File: src/rtl/ext_trig_pkg.sv
package ext_trig_pkg;
  typedef enum logic [1:0] {
    TRIG_LOW  = 2'd0,
    TRIG_HIGH = 2'd1,
    TRIG_RISE = 2'd2,
    TRIG_FALL = 2'd3
  } trig_mode_e;

  localparam int unsigned MODE_W        = 2;
  localparam int unsigned BYTE_W        = 8;
  localparam int unsigned SRC_PER_BYTE  = BYTE_W / MODE_W;
  localparam logic [1:0]  MODE_RST      = 2'd3;
endpackage

File: src/rtl/ext_trig_sync.sv
module ext_trig_sync #(
  parameter int unsigned WIDTH  = 8,
  parameter int unsigned STAGES = 2
) (
  input  logic             clk_i,
  input  logic             rst_ni,
  input  logic [WIDTH-1:0] d_i,
  output logic [WIDTH-1:0] q_o
);
  logic [STAGES-1:0][WIDTH-1:0] chain_q;

  always_ff @(posedge clk_i or negedge rst_ni) begin
    if (!rst_ni) chain_q[0] <= '0;
    else         chain_q[0] <= d_i;
  end

  for (genvar s = 1; s < STAGES; s++) begin : g_stage
    always_ff @(posedge clk_i or negedge rst_ni) begin
      if (!rst_ni) chain_q[s] <= '0;
      else         chain_q[s] <= chain_q[s-1];
    end
  end

  assign q_o = chain_q[STAGES-1];
endmodule

File: src/rtl/ext_trig_mode_regs.sv
module ext_trig_mode_regs
  import ext_trig_pkg::*;
#(
  parameter int unsigned NUM_SRC = 8,
  parameter int unsigned ADDR_W  = 2
) (
  input  logic                            clk_i,
  input  logic                            rst_ni,
  input  logic [ADDR_W-1:0]               cfg_addr_i,
  input  logic                            cfg_wr_i,
  input  logic [BYTE_W-1:0]               cfg_wdata_i,
  output logic [BYTE_W-1:0]               cfg_rdata_o,
  output logic [NUM_SRC-1:0][MODE_W-1:0]  mode_o
);
  localparam int unsigned NUM_BYTES = NUM_SRC / SRC_PER_BYTE;

  logic [NUM_BYTES-1:0][BYTE_W-1:0] mode_q;

  for (genvar b = 0; b < NUM_BYTES; b++) begin : g_byte
    always_ff @(posedge clk_i or negedge rst_ni) begin
      if (!rst_ni)
        mode_q[b] <= {SRC_PER_BYTE{MODE_RST}};
      else if (cfg_wr_i && cfg_addr_i == ADDR_W'(b))
        mode_q[b] <= cfg_wdata_i;
    end

    assign mode_o[b*SRC_PER_BYTE +: SRC_PER_BYTE] = mode_q[b];

    // a write lands in the addressed byte's sources only
    a_r2_write_lands: assert property (@(posedge clk_i) disable iff (!rst_ni)
      (cfg_wr_i && cfg_addr_i == ADDR_W'(b)) |=>
        (mode_o[b*SRC_PER_BYTE +: SRC_PER_BYTE] == $past(cfg_wdata_i)));
  end

  always_comb begin
    cfg_rdata_o = '0;
    for (int b = 0; b < NUM_BYTES; b++)
      if (cfg_addr_i == ADDR_W'(b)) cfg_rdata_o = mode_q[b];
  end

  // unmapped writes leave every mode field alone
  a_r3_unmapped_write: assert property (@(posedge clk_i) disable iff (!rst_ni)
    (cfg_wr_i && int'(cfg_addr_i) >= NUM_BYTES) |=> $stable(mode_o));
endmodule

File: src/rtl/ext_trig_edge.sv
module ext_trig_edge
  import ext_trig_pkg::*;
#(
  parameter int unsigned NUM_SRC = 8
) (
  input  logic                           clk_i,
  input  logic                           rst_ni,
  input  logic [NUM_SRC-1:0]             sync_i,
  input  logic [NUM_SRC-1:0][MODE_W-1:0] mode_i,
  output logic [NUM_SRC-1:0]             set_o
);
  logic [NUM_SRC-1:0] prev_q;

  // tracks the pin in every mode so a mode switch sees no stale edge
  always_ff @(posedge clk_i or negedge rst_ni) begin
    if (!rst_ni) prev_q <= '0;
    else         prev_q <= sync_i;
  end

  for (genvar k = 0; k < NUM_SRC; k++) begin : g_src
    always_comb begin
      unique case (trig_mode_e'(mode_i[k]))
        TRIG_LOW:  set_o[k] = ~sync_i[k];
        TRIG_HIGH: set_o[k] =  sync_i[k];
        TRIG_RISE: set_o[k] =  sync_i[k] & ~prev_q[k];
        default:   set_o[k] = ~sync_i[k] &  prev_q[k];
      endcase
    end

    // edge strobes never last two cycles under an unchanged mode
    a_r7_edge_single: assert property (@(posedge clk_i) disable iff (!rst_ni)
      (set_o[k] && mode_i[k][1]) |=> !(set_o[k] && mode_i[k] == $past(mode_i[k])));
  end
endmodule

File: src/rtl/ext_trig_detect.sv
module ext_trig_detect
  import ext_trig_pkg::*;
#(
  parameter int unsigned NUM_SRC = 8,
  parameter int unsigned ADDR_W  = 2
) (
  input  logic                clk_i,
  input  logic                rst_ni,
  input  logic [NUM_SRC-1:0]  pin_i,
  input  logic [ADDR_W-1:0]   cfg_addr_i,
  input  logic                cfg_wr_i,
  input  logic [BYTE_W-1:0]   cfg_wdata_i,
  output logic [BYTE_W-1:0]   cfg_rdata_o,
  output logic [NUM_SRC-1:0]  set_o
);
  localparam int unsigned SYNC_STAGES = 2;
  localparam int unsigned NUM_BYTES   = NUM_SRC / SRC_PER_BYTE;
  localparam int unsigned WARM        = SYNC_STAGES + 1;
  localparam int unsigned WARM_W      = $clog2(WARM + 1);

  logic [NUM_SRC-1:0]             sync_pin;
  logic [NUM_SRC-1:0][MODE_W-1:0] mode;

  ext_trig_sync #(.WIDTH(NUM_SRC), .STAGES(SYNC_STAGES)) u_sync (
    .clk_i  (clk_i),
    .rst_ni (rst_ni),
    .d_i    (pin_i),
    .q_o    (sync_pin)
  );

  ext_trig_mode_regs #(.NUM_SRC(NUM_SRC), .ADDR_W(ADDR_W)) u_regs (
    .clk_i       (clk_i),
    .rst_ni      (rst_ni),
    .cfg_addr_i  (cfg_addr_i),
    .cfg_wr_i    (cfg_wr_i),
    .cfg_wdata_i (cfg_wdata_i),
    .cfg_rdata_o (cfg_rdata_o),
    .mode_o      (mode)
  );

  ext_trig_edge #(.NUM_SRC(NUM_SRC)) u_edge (
    .clk_i  (clk_i),
    .rst_ni (rst_ni),
    .sync_i (sync_pin),
    .mode_i (mode),
    .set_o  (set_o)
  );

  // cycles since reset, for pin-referenced checks
  logic [WARM_W-1:0] warm_q;
  always_ff @(posedge clk_i or negedge rst_ni) begin
    if (!rst_ni)                        warm_q <= '0;
    else if (warm_q != WARM_W'(WARM))   warm_q <= warm_q + 1'b1;
  end
  logic warm;
  assign warm = (warm_q == WARM_W'(WARM));

  // unmapped offsets read zero
  a_r3_unmapped_read: assert property (@(posedge clk_i) disable iff (!rst_ni)
    (int'(cfg_addr_i) >= NUM_BYTES) |-> (cfg_rdata_o == '0));

  for (genvar k = 0; k < NUM_SRC; k++) begin : g_chk
    a_r5_low_level: assert property (@(posedge clk_i) disable iff (!rst_ni)
      (warm && mode[k] == TRIG_LOW && !$past(pin_i[k], 2)) |-> set_o[k]);
    a_r6_high_level: assert property (@(posedge clk_i) disable iff (!rst_ni)
      (warm && mode[k] == TRIG_HIGH) |-> (set_o[k] == $past(pin_i[k], 2)));
    a_r7_rise: assert property (@(posedge clk_i) disable iff (!rst_ni)
      (warm && mode[k] == TRIG_RISE) |->
        (set_o[k] == ($past(pin_i[k], 2) && !$past(pin_i[k], 3))));
    a_r8_fall: assert property (@(posedge clk_i) disable iff (!rst_ni)
      (warm && mode[k] == TRIG_FALL) |->
        (set_o[k] == (!$past(pin_i[k], 2) && $past(pin_i[k], 3))));
  end
endmodule

File: config.mk
export PLATFORM = sky130hd
export DESIGN_NAME = ext_trig_detect
export DESIGN_NICKNAME = d
export VERILOG_FILES = /design/src/rtl/ext_trig_pkg.sv /design/src/rtl/ext_trig_sync.sv /design/src/rtl/ext_trig_mode_regs.sv /design/src/rtl/ext_trig_edge.sv /design/src/rtl/ext_trig_detect.sv
export SDC_FILE = /design/constraint.sdc
export NUM_CORES = 1
export LEC_CHECK = 0
export CAP_MARGIN = 20
export CORE_ASPECT_RATIO = 1.75
export CORE_UTILIZATION = 49
export DETAILED_ROUTE_END_ITERATION = 16
export GPL_TIMING_DRIVEN = 0
export PLACE_DENSITY = 0.78
export SETUP_SLACK_MARGIN = 0.5
export SKIP_LAST_GASP = 1
export SLEW_MARGIN = 0
export SYNTH_ARGS = -nofsm -noshare
export SYNTH_HDL_FRONTEND = slang
export SYNTH_SLANG_ARGS = --single-unit
File: constraint.sdc
create_clock -name clk_i -period 1.9 [get_ports clk_i]
set_input_delay 0.475 -clock clk_i [delete_from_list [all_inputs] [get_ports clk_i]]
set_output_delay 0.475 -clock clk_i [all_outputs]
set_load 0.005 [all_outputs]
==> flow_summary.yaml, run 1 <==
status:
  status: "finished with violations"
  violations: "setup timing"
timing:
  setup_ws_ns: -0.1039
  fmax_mhz: 499.0
  rsz0062_at_grt: "yes"
  clock_skew_ns: 0.002857
  finalSetupViolations: 7
  tns_ns: -0.6046
  drv_slew: 0
  maxSlewHeadroom: 0.4404
  hold_violations: 0
  worst_slew_pin_slew_ns: 0.8395
  period_needed_ns: 2.004
  fin_crit_sh: 1.055
drt:
  drc: 0
  wire_per_inst_um: 15.57
  final_antenna_net_count: 0
  routed_wl_um: 3503
  dr_total_vias: 1218
  firstDrtPassIters: 4
  drtIter0Drc: 21
  vias_per_cell: 5.413
clocking:
  tritoncts.num_buffers: 5
  insertion_delay_ns: 0.29
  cts.path.max_buffers: 2
  clkTransAtPathRegs_ns: 0.07
  cts_root_buffer: "clkbuf_8"
  cts_hold_buf: 0
  cts_num_sinks: 40
  cts_tree: "built"
  h-tree-depth: 2
floorplanning:
  design.core.area_um2: 3176
  initial_core_util: 0.5244
  dieHeight_um: 79.12
  die_w_um: 46.07
  dieArea_um2: 3645
  ioPinCount: 37
  rows: 27
pwr:
  power_density_nw_per_um2: 953.0
  power_mw: 2.237
  p_switching_mw: 0.5651
  clockPowerShare: 0.254
  p_sw_frac: 0.2526
  power_frac_comb: 0.277
  p_seq_frac: 0.469
  ir_drop_mv: 0.6789
  p_leak_nw: 1.026
  p_int_mw: 1.672
critical_path:
  crit_type: "reg2out"
  worstPathArrival_ns: 1.53
  crit_path_end_kind: "output pin"
  cp-start-kind: "flip-flop"
  worstPathCellList: "or3b_4, a32oi_1, buf_2"
  slowest_stage: "dfstp_2"
  worstPathRequired_ns: 1.42
  crit_path_max_fanout: 2
  critPathMaxStageDelay_ns: 0.55
global_routing:
  grt_pass1_wl_um: 5920
  grt_overflow: 0
  antenna_found_initial: 0
  grt_max_degree: 41
  grt_usage: 0.2305
  grt_pass1_vias: 1324
yosys:
  yosysSeqAreaShare: 0.6131
  synth_flop_cell: "dfrtp_1"
  synth.ff_latch_count: 40
  async_reset_ff_frac: 1.000
  synth_nets: 136
  syn_area_um2: 1665
  synth.most_common_cell: "dfrtp_1"
  synth_area_leader_cell: "dfrtp_1"
  synth_top_area_frac: 0.3606
  synth_common_cells: "24 x dfrtp_1, 16 x dfstp_2, 16 x mux2_2"
  synth_edf_count: 0
  synth_cells: 115
  avgSynthCellArea_um2: 14.48
  yosys_warnings: 0
  yosys.cell_types.count: 18
  synthTopCellsByArea: "dfrtp_1 36%, dfstp_2 25%, mux2_2 11%"
place:
  dp.cells: 192
  io_buffers: 34
  gp_congestion: 0.7484
worst_hold_path:
  hold_path_class: "in2async"
final_layout:
  layout.nets: 202
  diodes: 0
  area_delta_synth_final_pct: 40.95
  drive_above_1_share: 0.5495
  fillCellCount: 229
  final_cells: 225
flow_run:
  drv_cap: 0
-- worst max-delay path, delay by kind of cell (launching register included) --
kind / cells / cell delay [ns]
simple gates: 1 / 0.37
flops: 1 / 0.55
compound gates: 1 / 0.18
buf+inv: 1 / 0.14
-- layer usage --
layer | vias up | wire [um] | track usage
met5 | - | 0 | 0
met4 | 0 | 125 | 0.1382
met3 | 14 | 126 | 0.05000
met2 | 33 | 1954 | 0.3887
met1 | 615 | 1296 | 0.2477
li1 | 556 | - | -
-- placed cells by master, fill, tap and decap left out, types with 2 or more instances in the layout --
master and instances:
dfrtp_1 24, buf_2 17, buf_4 17, clkdlybuf4s50_1 16, dfstp_2 16, mux2_2 11
nor2_1 8, buf_6 8, or3b_4 7, nand2b_1 7, nand3_1 7, o21ba_2 7
mux2i_1 7, a32oi_1 6, clkbuf_8 6, mux2_4 5, clkbuf_1 2
-- logic make-up (layout without fill, tap and decap cells) --
family / Yosys count / in the layout / synth area share
flops: 40 / 40 / 0.6131
simple gates: 33 / 33 / 0.1322
mux: 24 / 24 / 0.1563
compound gates: 15 / 15 / 0.08340
xor+xnor: 1 / 1 / 0.005260
buf+inv: 2 / 69 / 0.009764
-- what timing repair did --
item	CTS	global route
endpoints found under the hold margin	0	0
buffers inserted	23	2
setup endpoints to repair	24	16
pin swaps	15	15
gates resized for setup	73	2
-- layout make-up --
cell class	instances	area [um^2]	area share
clock buffers	8	90.09	0.03838
multi-input cells	73	675.6	0.2878
repair buffers	59	471.7	0.2010
well taps	43	53.80	0.02292
flip-flops and latches	40	1021	0.4350
plain buffers	2	35.03	0.01493
-- through the flow --
step | hold WS (ns) | setup WS [ns] | area [um^2] | utilization
after CTS | 0.3249 | -0.1424 | 2321 | 0.7309
after global placement | 0.3327 | -0.4979 | 2115 | 0.6659
after floorplan | 0.1794 | 0.3286 | 1720 | -
after detailed placement | 0.3358 | -0.2379 | 2110 | 0.6643
after global routing | 0.3569 | -0.1718 | 2347 | 0.7392
final | 0.2846 | -0.1039 | 2347 | 0.7392
-- path summary, 6_finish.rpt --
check                             startpoint           endpoint  slack [ns]  depth (start not counted)
setup / recovery            u_regs.mode_o[9]           set_o[4]       -0.10                          3
hold / removal                        rst_ni      u_sync.q_o[1]        0.28                          1
setup reg to reg           u_regs.mode_o[15]  u_regs.mode_o[15]        0.94                          3
hold reg to reg            u_sync.chain_q[1]      u_sync.q_o[1]        0.35                          0
max in group asynchronous             rst_ni      u_sync.q_o[6]        1.08                          1
min in group clk_i         u_sync.chain_q[1]      u_sync.q_o[1]        0.35                          0
-- registers in the layout, summed over array words and instances, names as in the netlist --
| register | cells |
|---|---|
| u_sync.q_o | 8 |
| u_edge.prev_q | 8 |
| u_regs.mode_o | 16 |
| u_sync.chain_q | 8 |
-- power by group through the flow --
stage | clock, mW | combinational [mW] | sequential [mW]
floorplan | 0 | 0.252 | 1.08
global placement | 0 | 0.432 | 1.11
finish | 0.567 | 0.621 | 1.05
global route | 0.614 | 0.676 | 1.06
detailed placement | 0 | 0.450 | 1.12
CTS | 0.585 | 0.599 | 1.05
(Power assumes the default switching activity.)
==> inputs of run 2 (changes only) <==
==> constraint.sdc (replaced) <==
create_clock -name clk_i -period 2.06 [get_ports clk_i]
set_input_delay 0.515 -clock clk_i [delete_from_list [all_inputs] [get_ports clk_i]]
set_output_delay 0.515 -clock clk_i [all_outputs]
set_load 0.005 [all_outputs]
==> run 2 against run 1 <==
Against the previous run:
- the run still ends with setup timing left
- critical path depth stayed put
- final cell count is 0.44% lower
- sequential cell count stayed put
- via count is 2.8% lower
- global-route usage is 1.8 points lower
==> flow_summary.yaml, run 2 (same netlist as run 1, synthesis figures left out) <==
drt:
  final_antenna_net_count: 0
  drtIter0Drc: 9
  wire_per_inst_um: 15.46
  drc: 0
  firstDrtPassIters: 4
  dr_total_vias: 1184
  routed_wl_um: 3462
  vias_per_cell: 5.286
clocking:
  cts_root_buffer: "clkbuf_8"
  cts_tree: "built"
  cts.path.max_buffers: 2
  tritoncts.num_buffers: 5
  insertion_delay_ns: 0.29
  clkTransAtPathRegs_ns: 0.08
  cts_num_sinks: 40
  h-tree-depth: 2
timing:
  maxSlewHeadroom: 0.4408
  period_needed_ns: 2.067
  finalSetupViolations: 1
  setup_ws_ns: -0.007458
  hold_violations: 0
  clock_skew_ns: 0.007893
  fmax_mhz: 483.7
  whs_ns: 0.3223
  rsz0062_at_grt: "yes"
  fin_crit_sh: 1.004
  worst_slew_pin_slew_ns: 0.8387
  drv_slew: 0
global_routing:
  grt_pass1_wl_um: 5499
  grt_max_degree: 41
  antenna_found_initial: 0
  grt_pass1_vias: 1262
  grt_overflow: 0
  grt_usage: 0.2126
floorplanning:
  rows: 27
  dieHeight_um: 79.12
  initial_core_util: 0.5244
  dieArea_um2: 3645
  design.core.area_um2: 3176
  die_w_um: 46.07
  ioPinCount: 37
place:
  hpwl_um: 2256
  dpl_worst_slack_ns: -0.1175
  io_buffers: 34
  gp_congestion: 0.7275
critical_path:
  crit_path_end_kind: "output pin"
  reg2reg_from: "u_regs.mode_o[5]"
  worstPathRequired_ns: 1.54
  r2r_slack_ns: 1.13
  cp-start-kind: "flip-flop"
  worstPathArrival_ns: 1.55
  r2r_cells: 3
  crit_path_max_fanout: 2
  crit_type: "reg2out"
  rr_endpoint: "u_regs.mode_o[5]"
status:
  status: "finished with violations"
  violations: "setup timing"
final_layout:
  area_delta_synth_final_pct: 38.39
  largest_reg_flops: 16
  diodes: 0
  drive_above_1_share: 0.5525
  final_common_cell: "dfrtp_1"
  final_cell_mix: "24 x dfrtp_1, 18 x buf_2, 17 x clkdlybuf4s50_1, 17 x buf_4"
  layout.nets: 201
flow_run:
  drv_cap: 0
pwr:
  power_mw: 2.042
  ir_drop_mv: 0.6507
  p_leak_nw: 1.005
  power_density_nw_per_um2: 885.9
worst_hold_path:
  hold_path_class: "in2async"
## run 2: changes by cell type in the layout (fill, tap and decap cells not counted), sizes merged
cell,before,now
clkbuf,8,6
dlygate4sd2,1,0
clkinv,0,2
buf,44,43
clkdlybuf4s50,16,17
## run 2: layer usage
metal  up-vias  track usage  part of all wire
met3         9      0.04091             0.031
li1        550            -                 -
met1       593       0.2226              0.38
met2        32       0.3732              0.57
met5         -            0                 0
met4         0       0.1147             0.022
## run 2: how the worst max path moves through the flow
stage                           startpoint           endpoint  slack [ns]  depth (start not counted)
after global placement              rst_ni  u_sync.chain_q[6]       -0.33                          1
after global routing      u_regs.mode_o[5]           set_o[2]       -0.05                          3
after floorplan           u_regs.mode_o[1]           set_o[0]        0.45                          2
final                     u_regs.mode_o[5]           set_o[2]      -0.007                          3
after CTS                 u_regs.mode_o[9]           set_o[4]       -0.01                          3
after detailed placement  u_regs.mode_o[5]           set_o[2]       -0.12                          3
## run 2: layout make-up
class | count | area, um^2
Sequential cell | 40 | 1021
Fill cell | 231 | 870.8
Multi-Input combinational cell | 73 | 659.4
Timing Repair Buffer | 58 | 461.7
Clock buffer | 6 | 82.58
Tap cell | 43 | 53.80
Buffer | 2 | 16.27
Clock inverter | 2 | 10.01
## run 2: report_power, final
| part | total, mW | internal [mW] | switching [mW] | leakage (nW) |
|---|---|---|---|---|
| clock | 0.525 | 0.267 | 0.258 | 0.0510 |
| combinational | 0.552 | 0.337 | 0.214 | 0.506 |
| sequential | 0.965 | 0.913 | 0.0520 | 0.448 |
| total | 2.04 | 1.52 | 0.524 | 1.00 |
## run 2: critical path, cell delays in order (launching register included)
cell	delay, ns
dfstp_2	0.54
or3b_4	0.38
a32oi_2	0.21
buf_2	0.14
## run 2: repair_timing
item,4_1_cts,5_1_grt
pin swaps,8,9
hold buffers,0,0
setup endpoints to repair,24,16
buffers inserted,23,1
gates resized for setup,66,6
## run 2: per-stage QoR
step	setup TNS (ns)	utilization	instances	area, um^2
floorplan	0	-	115	1683
global placement	-8.347	0.6541	192	2077
detailed placement	-0.6887	0.6525	192	2072
CTS	-0.01982	0.7175	223	2278
global route	-0.1771	0.7258	224	2305
finish	-0.007458	0.7258	224	2305
